[src/rtl/ata_pio_pkg.sv]
package ata_pio_pkg;

  localparam int unsigned PIO_MODES        = 5;
  localparam int unsigned MODE_W           = 3;
  localparam int unsigned IORDY_SAMPLE_NS  = 35;
  localparam int unsigned IORDY_LIMIT_NS   = 1250;
  localparam int unsigned LONGEST_CYCLE_NS = 600;

  typedef enum logic [2:0] {
    ST_IDLE,
    ST_SETUP,
    ST_STROBE,
    ST_WAIT,
    ST_RECOV
  } pio_state_t;

  function automatic int unsigned ceil_div(int unsigned n, int unsigned d);
    return (n + d - 1) / d;
  endfunction

  // minimum complete cycle per mode
  function automatic int unsigned cycle_ns(int unsigned m);
    case (m)
      0:       return 600;
      1:       return 400;
      2:       return 360;
      3:       return 200;
      default: return 120;
    endcase
  endfunction

  // address valid before strobe
  function automatic int unsigned setup_ns(int unsigned m);
    return (m < 2) ? 80 : 40;
  endfunction

  // strobe active width
  function automatic int unsigned pulse_ns(int unsigned m);
    case (m)
      0:       return 165;
      1:       return 125;
      2:       return 100;
      3:       return 80;
      default: return 70;
    endcase
  endfunction

endpackage

[src/rtl/ata_pio_timing.sv]
module ata_pio_timing
  import ata_pio_pkg::*;
#(
  parameter int unsigned CLK_NS = 20,
  parameter int unsigned CW     = 5
) (
  input  logic [MODE_W-1:0] mode_i,
  output logic [CW-1:0]     setup_o,
  output logic [CW-1:0]     pulse_o,
  output logic [CW-1:0]     recov_o
);

  logic [CW-1:0] s_tab [PIO_MODES];
  logic [CW-1:0] a_tab [PIO_MODES];
  logic [CW-1:0] r_tab [PIO_MODES];

  for (genvar g = 0; g < PIO_MODES; g++) begin : g_mode
    localparam int unsigned S = ceil_div(setup_ns(g), CLK_NS);
    localparam int unsigned A = ceil_div(pulse_ns(g), CLK_NS);
    localparam int unsigned C = ceil_div(cycle_ns(g), CLK_NS);
    localparam int unsigned R = (C > S + A) ? (C - S - A) : 1;
    assign s_tab[g] = CW'(S);
    assign a_tab[g] = CW'(A);
    assign r_tab[g] = CW'(R);
  end

  logic [MODE_W-1:0] idx;
  assign idx = (mode_i > MODE_W'(PIO_MODES - 1)) ? MODE_W'(PIO_MODES - 1) : mode_i;

  always_comb begin
    setup_o = '0;
    pulse_o = '0;
    recov_o = '0;
    for (int m = 0; m < PIO_MODES; m++) begin
      if (idx == MODE_W'(m)) begin
        setup_o = s_tab[m];
        pulse_o = a_tab[m];
        recov_o = r_tab[m];
      end
    end
  end

endmodule

[src/rtl/ata_pio_wait.sv]
module ata_pio_wait #(
  parameter int unsigned TW     = 8,
  parameter int unsigned LIMIT  = 63
) (
  input  logic clk,
  input  logic rst,
  input  logic load_i,
  input  logic inc_i,
  output logic expired_o
);

  logic [TW-1:0] wc;

  always_ff @(posedge clk) begin
    if (rst)         wc <= '0;
    else if (load_i) wc <= TW'(1);
    else if (inc_i)  wc <= wc + 1'b1;
  end

  assign expired_o = (wc == TW'(LIMIT));

endmodule

[src/rtl/ata_pio_seq.sv]
module ata_pio_seq
  import ata_pio_pkg::*;
#(
  parameter int unsigned CLK_NS = 20,
  parameter int unsigned DATA_W = 16,
  parameter int unsigned ADDR_W = 3,
  parameter int unsigned CS_W   = 2
) (
  input  logic              clk,
  input  logic              rst,
  input  logic              req_start,
  input  logic              req_wr,
  input  logic [CS_W-1:0]   req_cs,
  input  logic [ADDR_W-1:0] req_addr,
  input  logic [2:0]        req_mode,
  input  logic [DATA_W-1:0] req_wdata,
  input  logic              ata_iordy,
  input  logic [DATA_W-1:0] ata_dd_in,
  output logic [DATA_W-1:0] ata_dd_out,
  output logic              ata_dd_oe,
  output logic [ADDR_W-1:0] ata_addr,
  output logic [CS_W-1:0]   ata_cs_n,
  output logic              ata_rd_n,
  output logic              ata_wr_n,
  output logic [DATA_W-1:0] rsp_rdata,
  output logic              rsp_done,
  output logic              rsp_timeout,
  output logic              busy
);

  localparam int unsigned CW  = $clog2(ceil_div(LONGEST_CYCLE_NS, CLK_NS) + 1);
  localparam int unsigned SMP = ceil_div(IORDY_SAMPLE_NS, CLK_NS);
  localparam int unsigned TO  = ceil_div(IORDY_LIMIT_NS, CLK_NS);
  localparam int unsigned EW  = $clog2(SMP + 1);
  localparam int unsigned TW  = $clog2(TO + 1);

  pio_state_t        state;
  logic [CW-1:0]     cnt;
  logic [EW-1:0]     el;
  logic [MODE_W-1:0] mode_q;
  logic              wr_q;
  logic              tmo_q;

  logic [MODE_W-1:0] sel_mode;
  logic [CW-1:0]     setup_cnt, pulse_cnt, recov_cnt;
  logic              sample_low, wait_inc, wait_expired;

  assign sel_mode = (state == ST_IDLE) ? req_mode : mode_q;

  ata_pio_timing #(.CLK_NS(CLK_NS), .CW(CW)) u_timing (
    .mode_i  (sel_mode),
    .setup_o (setup_cnt),
    .pulse_o (pulse_cnt),
    .recov_o (recov_cnt)
  );

  // single look at the ready line, a fixed delay into the strobe
  assign sample_low = (state == ST_STROBE) && (el == EW'(SMP - 1)) && !ata_iordy;
  assign wait_inc   = (state == ST_WAIT) && !ata_iordy && !wait_expired;

  ata_pio_wait #(.TW(TW), .LIMIT(TO)) u_wait (
    .clk       (clk),
    .rst       (rst),
    .load_i    (sample_low),
    .inc_i     (wait_inc),
    .expired_o (wait_expired)
  );

  assign busy = (state != ST_IDLE);

  always_ff @(posedge clk) begin
    if (rst) begin
      state       <= ST_IDLE;
      cnt         <= '0;
      el          <= '0;
      mode_q      <= '0;
      wr_q        <= 1'b0;
      tmo_q       <= 1'b0;
      ata_dd_out  <= '0;
      ata_dd_oe   <= 1'b0;
      ata_addr    <= '0;
      ata_cs_n    <= '1;
      ata_rd_n    <= 1'b1;
      ata_wr_n    <= 1'b1;
      rsp_rdata   <= '0;
      rsp_done    <= 1'b0;
      rsp_timeout <= 1'b0;
    end else begin
      rsp_done    <= 1'b0;
      rsp_timeout <= 1'b0;
      case (state)
        ST_IDLE: begin
          if (req_start) begin
            state      <= ST_SETUP;
            cnt        <= setup_cnt - 1'b1;
            mode_q     <= req_mode;
            wr_q       <= req_wr;
            ata_addr   <= req_addr;
            ata_cs_n   <= ~req_cs;
            ata_dd_out <= req_wdata;
            ata_dd_oe  <= req_wr;
          end
        end
        ST_SETUP: begin
          if (cnt == '0) begin
            state <= ST_STROBE;
            cnt   <= pulse_cnt - 1'b1;
            el    <= '0;
            if (wr_q) ata_wr_n <= 1'b0;
            else      ata_rd_n <= 1'b0;
          end else begin
            cnt <= cnt - 1'b1;
          end
        end
        ST_STROBE: begin
          if (el != EW'(SMP)) el <= el + 1'b1;
          if (sample_low) begin
            state <= ST_WAIT;
          end else if (cnt == '0) begin
            ata_rd_n <= 1'b1;
            ata_wr_n <= 1'b1;
            if (!wr_q) rsp_rdata <= ata_dd_in;
            state <= ST_RECOV;
            cnt   <= recov_cnt - 1'b1;
          end else begin
            cnt <= cnt - 1'b1;
          end
        end
        ST_WAIT: begin
          if (ata_iordy) begin
            state <= ST_STROBE;
            cnt   <= cnt - 1'b1;
          end else if (wait_expired) begin
            ata_rd_n <= 1'b1;
            ata_wr_n <= 1'b1;
            tmo_q    <= 1'b1;
            state    <= ST_RECOV;
            cnt      <= recov_cnt - 1'b1;
          end
        end
        ST_RECOV: begin
          ata_dd_oe <= 1'b0;
          if (cnt == '0) begin
            state       <= ST_IDLE;
            ata_cs_n    <= '1;
            ata_addr    <= '0;
            rsp_done    <= 1'b1;
            rsp_timeout <= tmo_q;
            tmo_q       <= 1'b0;
          end else begin
            cnt <= cnt - 1'b1;
          end
        end
        default: state <= ST_IDLE;
      endcase
    end
  end

endmodule

[config.mk]
export PLATFORM = sky130hd
export DESIGN_NAME = ata_pio_seq
export DESIGN_NICKNAME = d
export VERILOG_FILES = /design/src/rtl/ata_pio_pkg.sv /design/src/rtl/ata_pio_timing.sv /design/src/rtl/ata_pio_wait.sv /design/src/rtl/ata_pio_seq.sv
export SDC_FILE = /design/constraint.sdc
export NUM_CORES = 1
export LEC_CHECK = 0
export CAP_MARGIN = 20
export CORE_UTILIZATION = 55
export DETAILED_ROUTE_END_ITERATION = 10
export DONT_BUFFER_PORTS = 1
export PLACE_DENSITY = 0.7
export SLEW_MARGIN = 20
export SYNTH_ARGS = -nofsm -noshare
export SYNTH_HDL_FRONTEND = slang
export SYNTH_SLANG_ARGS = --single-unit
[constraint.sdc]
create_clock -name clk -period 2.72 [get_ports clk]
set_clock_uncertainty 0.15 [all_clocks]
set_input_delay 0.136 -clock clk [delete_from_list [all_inputs] [get_ports clk]]
set_output_delay 0.136 -clock clk [all_outputs]
set_load 0.05 [all_outputs]
==> results of run 1 <==
## placed cells by master, fill, tap and decap left out, drive strengths merged, types with 4 or more instances in the layout
| cell | Yosys | final |
|---|---|---|
| a21oi | 45 | 45 |
| xnor2 | 5 | 5 |
| a22oi | 5 | 5 |
| dlygate4sd3 | 0 | 45 |
| mux2i | 5 | 5 |
| clkbuf | 11 | 10 |
| o21ai | 6 | 6 |
| dfxtp | 63 | 63 |
| a31oi | 5 | 5 |
| xor2 | 4 | 4 |
| nor2b | 4 | 4 |
| a21o | 7 | 7 |
| a221oi | 5 | 5 |
| nor2 | 26 | 26 |
| inv | 11 | 12 |
| nor3 | 10 | 10 |
| nand3 | 5 | 5 |
| buf | 11 | 14 |
| nand2b | 9 | 9 |
| nand2 | 90 | 90 |
| ha | 6 | 6 |
## final timing paths
path / start / to / slack [ns] / cells after the start
max: state[1] / cnt[4] / 0.32 / 8
min: ata_iordy / state[1] / 0.06 / 4
max reg2reg: state[1] / cnt[4] / 0.32 / 8
min reg2reg: tmo_q / rsp_timeout / 0.34 / 1
## registers in the layout, indices dropped and copies added, names as in the netlist, 2 cells and up
| register | flops |
|---|---|
| ata_addr | 3 |
| ata_cs_n | 2 |
| ata_dd_out | 16 |
| cnt | 5 |
| el | 2 |
| mode_q | 3 |
| rsp_rdata | 16 |
| state | 3 |
| u_wait.wc | 6 |
## cell families (layout without fill, tap and decap cells)
kind of cell | after synthesis | in the layout | share of synthesized area, %
AND/OR/NAND/NOR | 167 | 167 | 26.1
AO/OA/AOI/OAI | 97 | 97 | 21.6
flip-flops | 63 | 63 | 40.9
buffers and inverters | 33 | 86 | 4.83
XOR/XNOR | 9 | 9 | 2.56
adder cells (fa/ha/maj) | 6 | 6 | 2.44
multiplexers | 5 | 5 | 1.62
## final cells by class
cell class / count / share of cell area (%)
clock inverters: 6 / 2.39
inverters: 11 / 1.07
multi-input cells: 284 / 43.2
repair buffers: 59 / 14.9
well taps: 70 / 2.26
flip-flops and latches: 63 / 32.6
clock buffers: 10 / 3.56
## metrics by stage
step	area [um2]	hold slack, ns	power [mW]	util, %	setup WS, ns
2_1_floorplan	3080	0.0659	2.43	-	0.583
3_3_place_gp	3160	0.0596	2.70	60.3	0.379
3_5_place_dp	3160	0.0604	2.72	60.3	0.344
4_1_cts	3870	0.0469	3.73	73.9	0.323
5_1_grt	3870	0.111	3.95	73.9	0.106
6_report	3870	0.0605	3.74	73.9	0.318
## per-layer routing
metal  share of wire [%]  vias up  GRT usage [%]  wire [um]
li1                    -     1409              -          -
met1                  43     1372           34.3       3450
met2                  49      106           47.3       3950
met3                 6.9       12           7.14        556
met4                 1.5        0           11.7        123
met5                   0        -              0          0
## power by group through the flow
stage / combinational (mW) / sequential, mW / clock, mW
after floorplan: 1.02 / 1.41 / 0
after global placement: 1.27 / 1.44 / 0
after detailed placement: 1.28 / 1.44 / 0
after CTS: 1.36 / 1.42 / 0.950
after global routing: 1.53 / 1.43 / 0.987
final: 1.39 / 1.42 / 0.932
## tightest hold or removal path: cells and delay by family
family           cells  cell delay (ns)
AND/OR/NAND/NOR      2             0.22
AO/OA/AOI/OAI        2             0.14
==> key figures, run 1 <==
Synth
  • Synth warnings: 0
  • Synthesized cell area: 3080 um2
  • Syn Area/Cell: 8.11 um2
  • Share of the synthesized area in the top cell type: 40.9%
  • Syn nets: 431
  • Synth top area cells: dfxtp_1 41%, nand2_1 11%, a21oi_1 7.3%
  • Seq/Total Area, Yosys: 40.9%
  • Ys flop type: dfxtp_1
  • Dominant cell type by area after synthesis: dfxtp_1
  • Synth cell types: 57
  • EDFF count, synth: 0
  • Most frequent cell after synthesis: nand2_1
  • FF+latch count, synth: 63
  • Mapped Cells: 380
  • Synth cell count leaders: 89 x nand2_1, 63 x dfxtp_1, 45 x a21oi_1, 24 x nor2_1
  • Share of flip-flops with an asynchronous set or reset: 0%

Power
  • Clk pwr share: 24.9%
  • Sw frac: 42.0%
  • Leakage: 1.45 nW
  • P_int: 2.17 mW
  • Sequential Power Share: 37.9%
  • Power Dens Cells: 967 nW/um2
  • Switch Pwr: 1.57 mW
  • Maximum vdd drop: 0.691 mV
  • Comb power frac: 37.2%

Finish
  • Layout Nets: 479
  • FF/Latch Area: 1260 um2
  • Layout fillers: 382
  • N_diodes: 0
  • Syn-to-layout area delta: 25.5%
  • Final std cells w/o fill: 503
  • Share of layout cells above drive strength 1: 11.1%
  • Multi-input gate area: 1670 um2

Clocking
  • Clock transition at path regs: 0.07 ns
  • CTS-repair resized insts: 0
  • Post-CTS Setup Inserts: 0
  • Clk sinks: 63
  • Skew-Pair Late Insertion Delay: 0.34 ns
  • Root Buffer: clkbuf_8
  • CTS tree: built
  • Cts bufs inserted: 9
  • Clock tree buffer depth: 2
  • # hold bufs at CTS: 46
  • H-tree depth: 3

Placement
  • Port bufs: 0
  • Dpl hpwl: 4.93 mm
  • GPL Wtd Cong: 0.942
  • Placed insts: 441

Die
  • Core area: 5240 um2
  • Die span in x: 76.9 um
  • Initial Utilization: 58.9%
  • Die Y: 76.9 um
  • Die area: 5910 um2
  • IO Pins: 88
  • Rows: 26

Timing
  • Post-route setup TNS: 0 ns
  • Max Freq: 416 MHz
  • RSZ-0062 raised after global routing: false
  • Final hold vios: 0
  • Fin crit share: 88.3%
  • Fin. max-slew vios: 0
  • Tmin final: 2.40 ns
  • Slew HR: 60.4%
  • Slew @ Worst Pin: 0.589 ns
  • Final setup violation count: 0

Route
  • Via/cell ratio: 5.76
  • Post-DRT Antenna Nets: 0
  • # DRC: 0
  • DRT iter0 DRCs: 188
  • Vias: 2,899
  • Routed WL per cell: 16.1 um
  • Drt first pass iters: 4
  • Post-Route WL: 8.09 mm

Run status
  • Status: completed

Global route
  • First-pass GRT wire length: 13.3 mm
  • Initial antenna violation count: 0
  • Grt total ovfl: 0
  • Total GRT Usage: 28.3%
  • Vias in the first global route: 2,827
  • Largest net degree at the start of global routing: 60

Critical path
  • CP Capture Type: flop
  • CP delay by family, top: compound AO/OA/AOI/OAI gates
  • Buffers & Inverters on Critical Path: 1
  • Critical path's largest stage delay: 0.40 ns
  • Worst Setup Start Kind: flop
  • Critical-path top delay cell: nor3_4
  • Critical path required time: 2.79 ns
  • WS Path Type: reg -> reg
  • Crit path cell chain: nor3_4, mux2i_1, inv_1, ha_1, o21ai_0, a31oi_1, a211oi_1, a221oi_2
  • Critical Path AT: 2.47 ns
  • Critical Path Fanout Max: 8

Min path
  • Worst min path class: in -> reg

Flow run
  • Total of max-cap violations: 0
Power figures use the tool's default switching activity.
==> run 2, diff against run 1 <==
PLACE_DENSITY = 0.72   (was 0.7)
==> run 2 against run 1 <==
- hold slack worse by 0.0088 ns
- sequential share of layout area increased by 0.095 points
- die area unchanged
- via count down 1.7%
==> key figures, run 2 (synthesis results as in run 1) <==
Critical path
  • Critical Path Fanout Max: 8 (unchanged)
  • Critical path's largest stage delay: 0.39 ns (about the same)
  • R2r setup slk: 0.33 ns (about the same)
  • Critical-path top delay cell: nor3_4
  • WS Path Type: reg -> reg
  • CP Capture Type: flop
  • Critical path required time: 2.79 ns (about the same)
  • Crit path cell chain: nor3_4, mux2i_1, inv_1, ha_1, o21ai_0, a31oi_1, a211oi_1, a221oi_2
  • FF-to-FF path depth: 8 (unchanged)
  • Critical Path AT: 2.46 ns (about the same)
  • Worst Setup Start Kind: flop

Die
  • Core area: 5240 um2 (unchanged)
  • Initial Utilization: 58.9% (unchanged)
  • Die Y: 76.9 um (unchanged)
  • IO Pins: 88 (unchanged)
  • Die span in x: 76.9 um (unchanged)
  • Die area: 5910 um2 (unchanged)
  • Rows: 26 (unchanged)

Placement
  • Pre-CTS setup slack: 0.360 ns (+0.0160 ns)
  • GPL Wtd Cong: 0.890 (-5.5%)
  • Placed insts: 441 (unchanged)
  • Dpl hpwl: 4.96 mm (+0.66%)
  • Port bufs: 0 (unchanged)
  • Area post-placement: 3160 um2 (unchanged)

Clocking
  • CTS tree: built
  • Clock tree buffer depth: 2 (unchanged)
  • Skew-Pair Late Insertion Delay: 0.33 ns (about the same)
  • Clk sinks: 63 (unchanged)
  • CTS-repair resized insts: 0 (unchanged)
  • Cts bufs inserted: 9 (unchanged)
  • H-tree depth: 3 (unchanged)
  • Clock transition at path regs: 0.08 ns (about the same)
  • Root Buffer: clkbuf_8

Timing
  • Fin crit share: 87.8% (-0.53 points)
  • Slew @ Worst Pin: 0.554 ns (-0.0345 ns)
  • Fin. max-slew vios: 0 (unchanged)
  • Slew HR: 63.0% (+2.6 points)
  • Post-route setup TNS: 0 ns (unchanged)
  • Final hold vios: 0 (unchanged)
  • Final setup violation count: 0 (unchanged)
  • RSZ-0062 raised after global routing: false
  • Max Freq: 419 MHz (+0.60%)
  • Fin worst setup slack: 0.332 ns (+0.0143 ns)
  • Tmin final: 2.39 ns (-0.0143 ns)

Finish
  • Commonest non-fill, non-tap cell in the layout: nand2_1
  • N_diodes: 0 (unchanged)
  • Design area: 3860 um2 (-0.29%)
  • FF/Latch Area: 1260 um2 (unchanged)
  • Share of layout cells above drive strength 1: 11.1% (+0.026 points)
  • Multi-input gate area: 1670 um2 (unchanged)
  • Layout fillers: 387 (+1.3%)
  • Syn-to-layout area delta: 25.1%
  • Final std cells w/o fill: 502 (-0.20%)
  • Most frequent cells in the layout: 89 x nand2_1, 63 x dfxtp_1, 45 x a21oi_1
  • Largest regs: ata_dd_out: 16 flops, rsp_rdata: 16 flops, u_wait.wc: 6 flops
  • Layout Nets: 478 (-0.21%)
  • Final core occ: 73.7% (-0.21 points)

Power
  • Sequential Power Share: 38.0% (about the same)
  • P_int: 2.16 mW (-0.46%)
  • Maximum vdd drop: 0.844 mV (+22%)
  • Sw frac: 42.1% (+0.15 points)
  • Comb power frac: 37.0% (-0.2 points)
  • Power Dens Cells: 968 nW/um2 (about the same)
  • Leakage: 1.44 nW (-0.76%)
  • Switch Pwr: 1.57 mW (+0.17%)
  • Clk pwr share: 25.0% (about the same)

Global route
  • Grt total ovfl: 0 (unchanged)
  • Largest net degree at the start of global routing: 60 (unchanged)
  • First-pass GRT wire length: 13.4 mm (+0.52%)
  • Total GRT Usage: 28.6% (+0.31 points)
  • Vias in the first global route: 2,867 (+1.4%)
  • Initial antenna violation count: 0 (unchanged)

Route
  • # DRC: 0 (unchanged)
  • Post-Route WL: 8.05 mm (-0.41%)
  • Post-DRT Antenna Nets: 0 (unchanged)
  • Routed WL per cell: 16.0 um (-0.21%)
  • Via/cell ratio: 5.68 (-1.5%)
  • Vias: 2,851 (-1.7%)
  • Drt first pass iters: 4 (unchanged)
  • DRT iter0 DRCs: 202 (+7.4%)

Min path
  • Min-Delay Path Depth: 4 (unchanged)
  • Worst min path class: in -> reg

Run status
  • Status: completed

Flow run
  • Total of max-cap violations: 0 (unchanged)
==> run 2: final timing paths <==
check / start / endpoint
worst max-delay path: state[1] / cnt[4]
worst min-delay path: req_start / state[2]
worst max register to register: state[1] / cnt[4]
worst min register to register: tmo_q / rsp_timeout
==> run 2: power by group through the flow <==
stage               logic (mW)  clock network (mW)  registers, mW
floorplan                 1.02                   0           1.41
global placement          1.26                   0           1.44
detailed placement        1.27                   0           1.44
CTS                       1.35               0.947           1.42
global route              1.52               0.985           1.44
finish                    1.38               0.934           1.42
==> run 2: repair_timing <==
| action | 4_1_cts | 5_1_grt |
|---|---|---|
| setup buffers | 0 | 0 |
| hold buffers | 45 | 0 |
| endpoints found under the hold margin | 63 | 0 |
==> run 2: final cells by class <==
cell class              instances  area share, %
flip-flops and latches         63           32.7
clock inverters                 6           2.37
well taps                      70           2.27
repair buffers                 58           14.7
multi-input cells             284           43.4
inverters                      11           1.07
clock buffers                  10           3.57
==> run 2: worst max-delay path: cells and delay by family (launching register included) <==
family	cells	cell delay [ns]
buffers and inverters	1	0.11
adder cells (fa/ha/maj)	1	0.24
multiplexers	1	0.35
AO/OA/AOI/OAI	4	0.66
flip-flops	1	0.38
AND/OR/NAND/NOR	1	0.39
==> run 2: per-layer routing <==
metal / vias to the layer above / track usage [%] / wire [um]
met1: 1338 / 34.2 / 3400
met5: - / 0 / 0
met2: 89 / 49.9 / 4110
met4: 0 / 10.0 / 114
met3: 12 / 6.43 / 420
li1: 1412 / - / -
==> run 2: through the flow <==
stage          hold slack, ns  total power [mW]
5_1_grt                0.0765              3.94
3_3_place_gp           0.0596              2.70
3_5_place_dp           0.0641              2.71
2_1_floorplan          0.0659              2.43
4_1_cts                0.0326              3.72
6_report               0.0517              3.73
==> run 3, diff against run 2 <==
clock period = 2.5 ns   (was 2.72 ns; I/O delays follow)
==> run 3 against run 2 <==
- wire length barely moved
- final cell count rose by 1.0%
- via count rose by 4.1%
- design area rose by 0.39%
- total power rose by 7.0%
- combinational power rose by 10%
- sequential cell count did not move
- sequential share of layout area fell by 0.13 points
==> key figures, run 3 (synthesis results as in run 1) <==
Power
  • Sequential Power Share: 38.9% (+0.9 points)
  • Leakage: 1.46 nW (+1.6%)
  • Maximum vdd drop: 0.740 mV (-12%)
  • Switch Pwr: 1.72 mW (+9.3%)
  • Clk pwr share: 23.2% (-1.8 points)
  • P_int: 2.28 mW (+5.3%)
  • Overall Power: 4.00 mW (+7.0%)
  • Sw frac: 43.0% (+0.90 points)
  • Comb power frac: 37.9% (+0.9 points)
  • Power Dens Cells: 1030 nW/um2 (+6.6%)

Min path
  • Hold path endpoint: state[1]
  • Min-Delay Path Depth: 4 (unchanged)
  • Worst min-delay path startpoint: ata_iordy
  • Worst min path class: in -> reg

Die
  • Die area: 5910 um2 (unchanged)
  • IO Pins: 88 (unchanged)
  • Initial Utilization: 58.9% (unchanged)
  • Die Y: 76.9 um (unchanged)
  • Rows: 26 (unchanged)
  • Core area: 5240 um2 (unchanged)
  • Die span in x: 76.9 um (unchanged)

Global route
  • Largest net degree at the start of global routing: 60 (unchanged)
  • First-pass GRT wire length: 13.1 mm (-1.7%)
  • Grt total ovfl: 0 (unchanged)
  • Total GRT Usage: 28.2% (-0.37 points)
  • Vias in the first global route: 2,845 (-0.77%)
  • Initial antenna violation count: 0 (unchanged)

Flow run
  • Total of max-cap violations: 0 (unchanged)

Timing
  • Max Freq: 431 MHz (+2.8%)
  • RSZ-0062 raised after global routing: false
  • Final setup violation count: 0 (unchanged)
  • Fin. max-slew vios: 0 (unchanged)
  • Post-route setup TNS: 0 ns (unchanged)
  • Worst hold slack: 0.0515 ns (-0.000159 ns)
  • Slew @ Worst Pin: 0.604 ns (+0.0493 ns)
  • Tmin final: 2.32 ns (-0.0658 ns)
  • Final hold vios: 0 (unchanged)
  • Fin crit share: 92.9% (+5.1 points)
  • Fin worst setup slack: 0.178 ns (-0.154 ns)
  • Slew HR: 59.4% (-3.6 points)

Critical path
  • Critical Path AT: 2.40 ns (-0.06 ns)
  • Worst Setup Start Kind: flop
  • Crit Reg-Reg Endpoint: cnt[2]
  • Critical path required time: 2.58 ns (-0.21 ns)
  • R2r setup slk: 0.18 ns (-0.15 ns)
  • Critical Path Fanout Max: 10 (+2)
  • CP startpoint: cnt[0]
  • WS Path Type: reg -> reg
  • FF-to-FF Start: cnt[0]
  • CP Capture Type: flop
  • FF-to-FF path depth: 8 (unchanged)

Route
  • Routed WL per cell: 15.9 um (-0.95%)
  • Post-Route WL: 8.06 mm (about the same)
  • Via/cell ratio: 5.86 (+3.1%)
  • # DRC: 0 (unchanged)
  • Vias: 2,969 (+4.1%)
  • Post-DRT Antenna Nets: 0 (unchanged)
  • DRT iter0 DRCs: 299 (+48%)
  • Drt first pass iters: 5 (+1)

Finish
  • Commonest non-fill, non-tap cell in the layout: nand2_1
  • Multi-input gate area: 1670 um2 (unchanged)
  • Syn-to-layout area delta: 25.6%
  • Final std cells w/o fill: 507 (+1.0%)
  • FF/Latch Area: 1260 um2 (unchanged)
  • Share of layout cells above drive strength 1: 12.1% (+1.0 points)
  • Most frequent cells in the layout: 89 x nand2_1, 63 x dfxtp_1, 45 x a21oi_1
  • Design area: 3870 um2 (+0.39%)
  • N_diodes: 0 (unchanged)
  • Layout Nets: 483 (+1.0%)
  • Layout fillers: 378 (-2.3%)
  • Final core occ: 73.9% (+0.29 points)
  • Largest regs: ata_dd_out: 16 flops, rsp_rdata: 16 flops, u_wait.wc: 6 flops

Placement
  • Pre-CTS setup slack: 0.241 ns (-0.119 ns)
  • Dpl hpwl: 4.89 mm (-1.4%)
  • Port bufs: 0 (unchanged)
  • Placed insts: 446 (+1.1%)
  • GPL Wtd Cong: 0.892 (+0.15%)
  • Area post-placement: 3200 um2 (+1.2%)

Clocking
  • Skew-Pair Late Insertion Delay: 0.35 ns (+0.02 ns)
  • Clk sinks: 63 (unchanged)
  • Root Buffer: clkbuf_8
  • CTS-repair resized insts: 0 (unchanged)
  • Clock tree buffer depth: 2 (unchanged)
  • Cts bufs inserted: 9 (unchanged)
  • Post-CTS Setup Inserts: 0 (unchanged)
  • H-tree depth: 3 (unchanged)
  • Clock transition at path regs: 0.08 ns (about the same)
  • # hold bufs at CTS: 45 (unchanged)
  • CTS tree: built

Run status
  • Status: completed
[run 3: cell count changes in the layout (fill, tap and decap cells not counted)]
cell	before	now
clkinv_4	0	2
clkinv_2	0	1
clkinvlp_4	3	1
buf_4	13	18
bufinv_16	2	1
[run 3: cell type report]
cell class,count,share of cell area (%)
clock buffer,10,3.55
clock inverter,6,1.78
inverter,11,1.07
multi-input combinational,284,43.2
sequential,63,32.6
tap,70,2.26
timing repair buffer,63,15.6
[run 3: power by group through the flow]
| stage | Combinational, mW | Clock (mW) | Sequential (mW) |
|---|---|---|---|
| after floorplan | 1.11 | 0 | 1.54 |
| after global placement | 1.38 | 0 | 1.57 |
| after detailed placement | 1.40 | 0 | 1.57 |
| after CTS | 1.49 | 0.939 | 1.55 |
| after global routing | 1.66 | 0.979 | 1.57 |
| final | 1.52 | 0.926 | 1.55 |
[run 3: worst max-delay path, cell delays in order (launching register included)]
cell and delay (ns):
dfxtp_1 0.34, inv_1 0.08, ha_1 0.24, or4b_1 0.36
nand2_1 0.09, a221o_1 0.36, buf_4 0.17, a221oi_1 0.30
a221oi_2 0.11
[run 3: worst max path at each step]
stage / end / slack, ns / depth (start not counted)
2_1_floorplan: cnt[4] / 0.36 / 8
3_3_place_gp: cnt[4] / 0.27 / 8
3_5_place_dp: state[0] / 0.24 / 7
4_1_cts: cnt[2] / 0.19 / 8
5_1_grt: cnt[2] / 0.006 / 8
6_report: cnt[2] / 0.18 / 8
[run 3: metal layers]
metal / GRT usage, % / share of wire, %
met5: 0 / 0
met4: 15.0 / 3.2
met3: 6.90 / 6.3
met2: 47.3 / 50
met1: 33.0 / 40
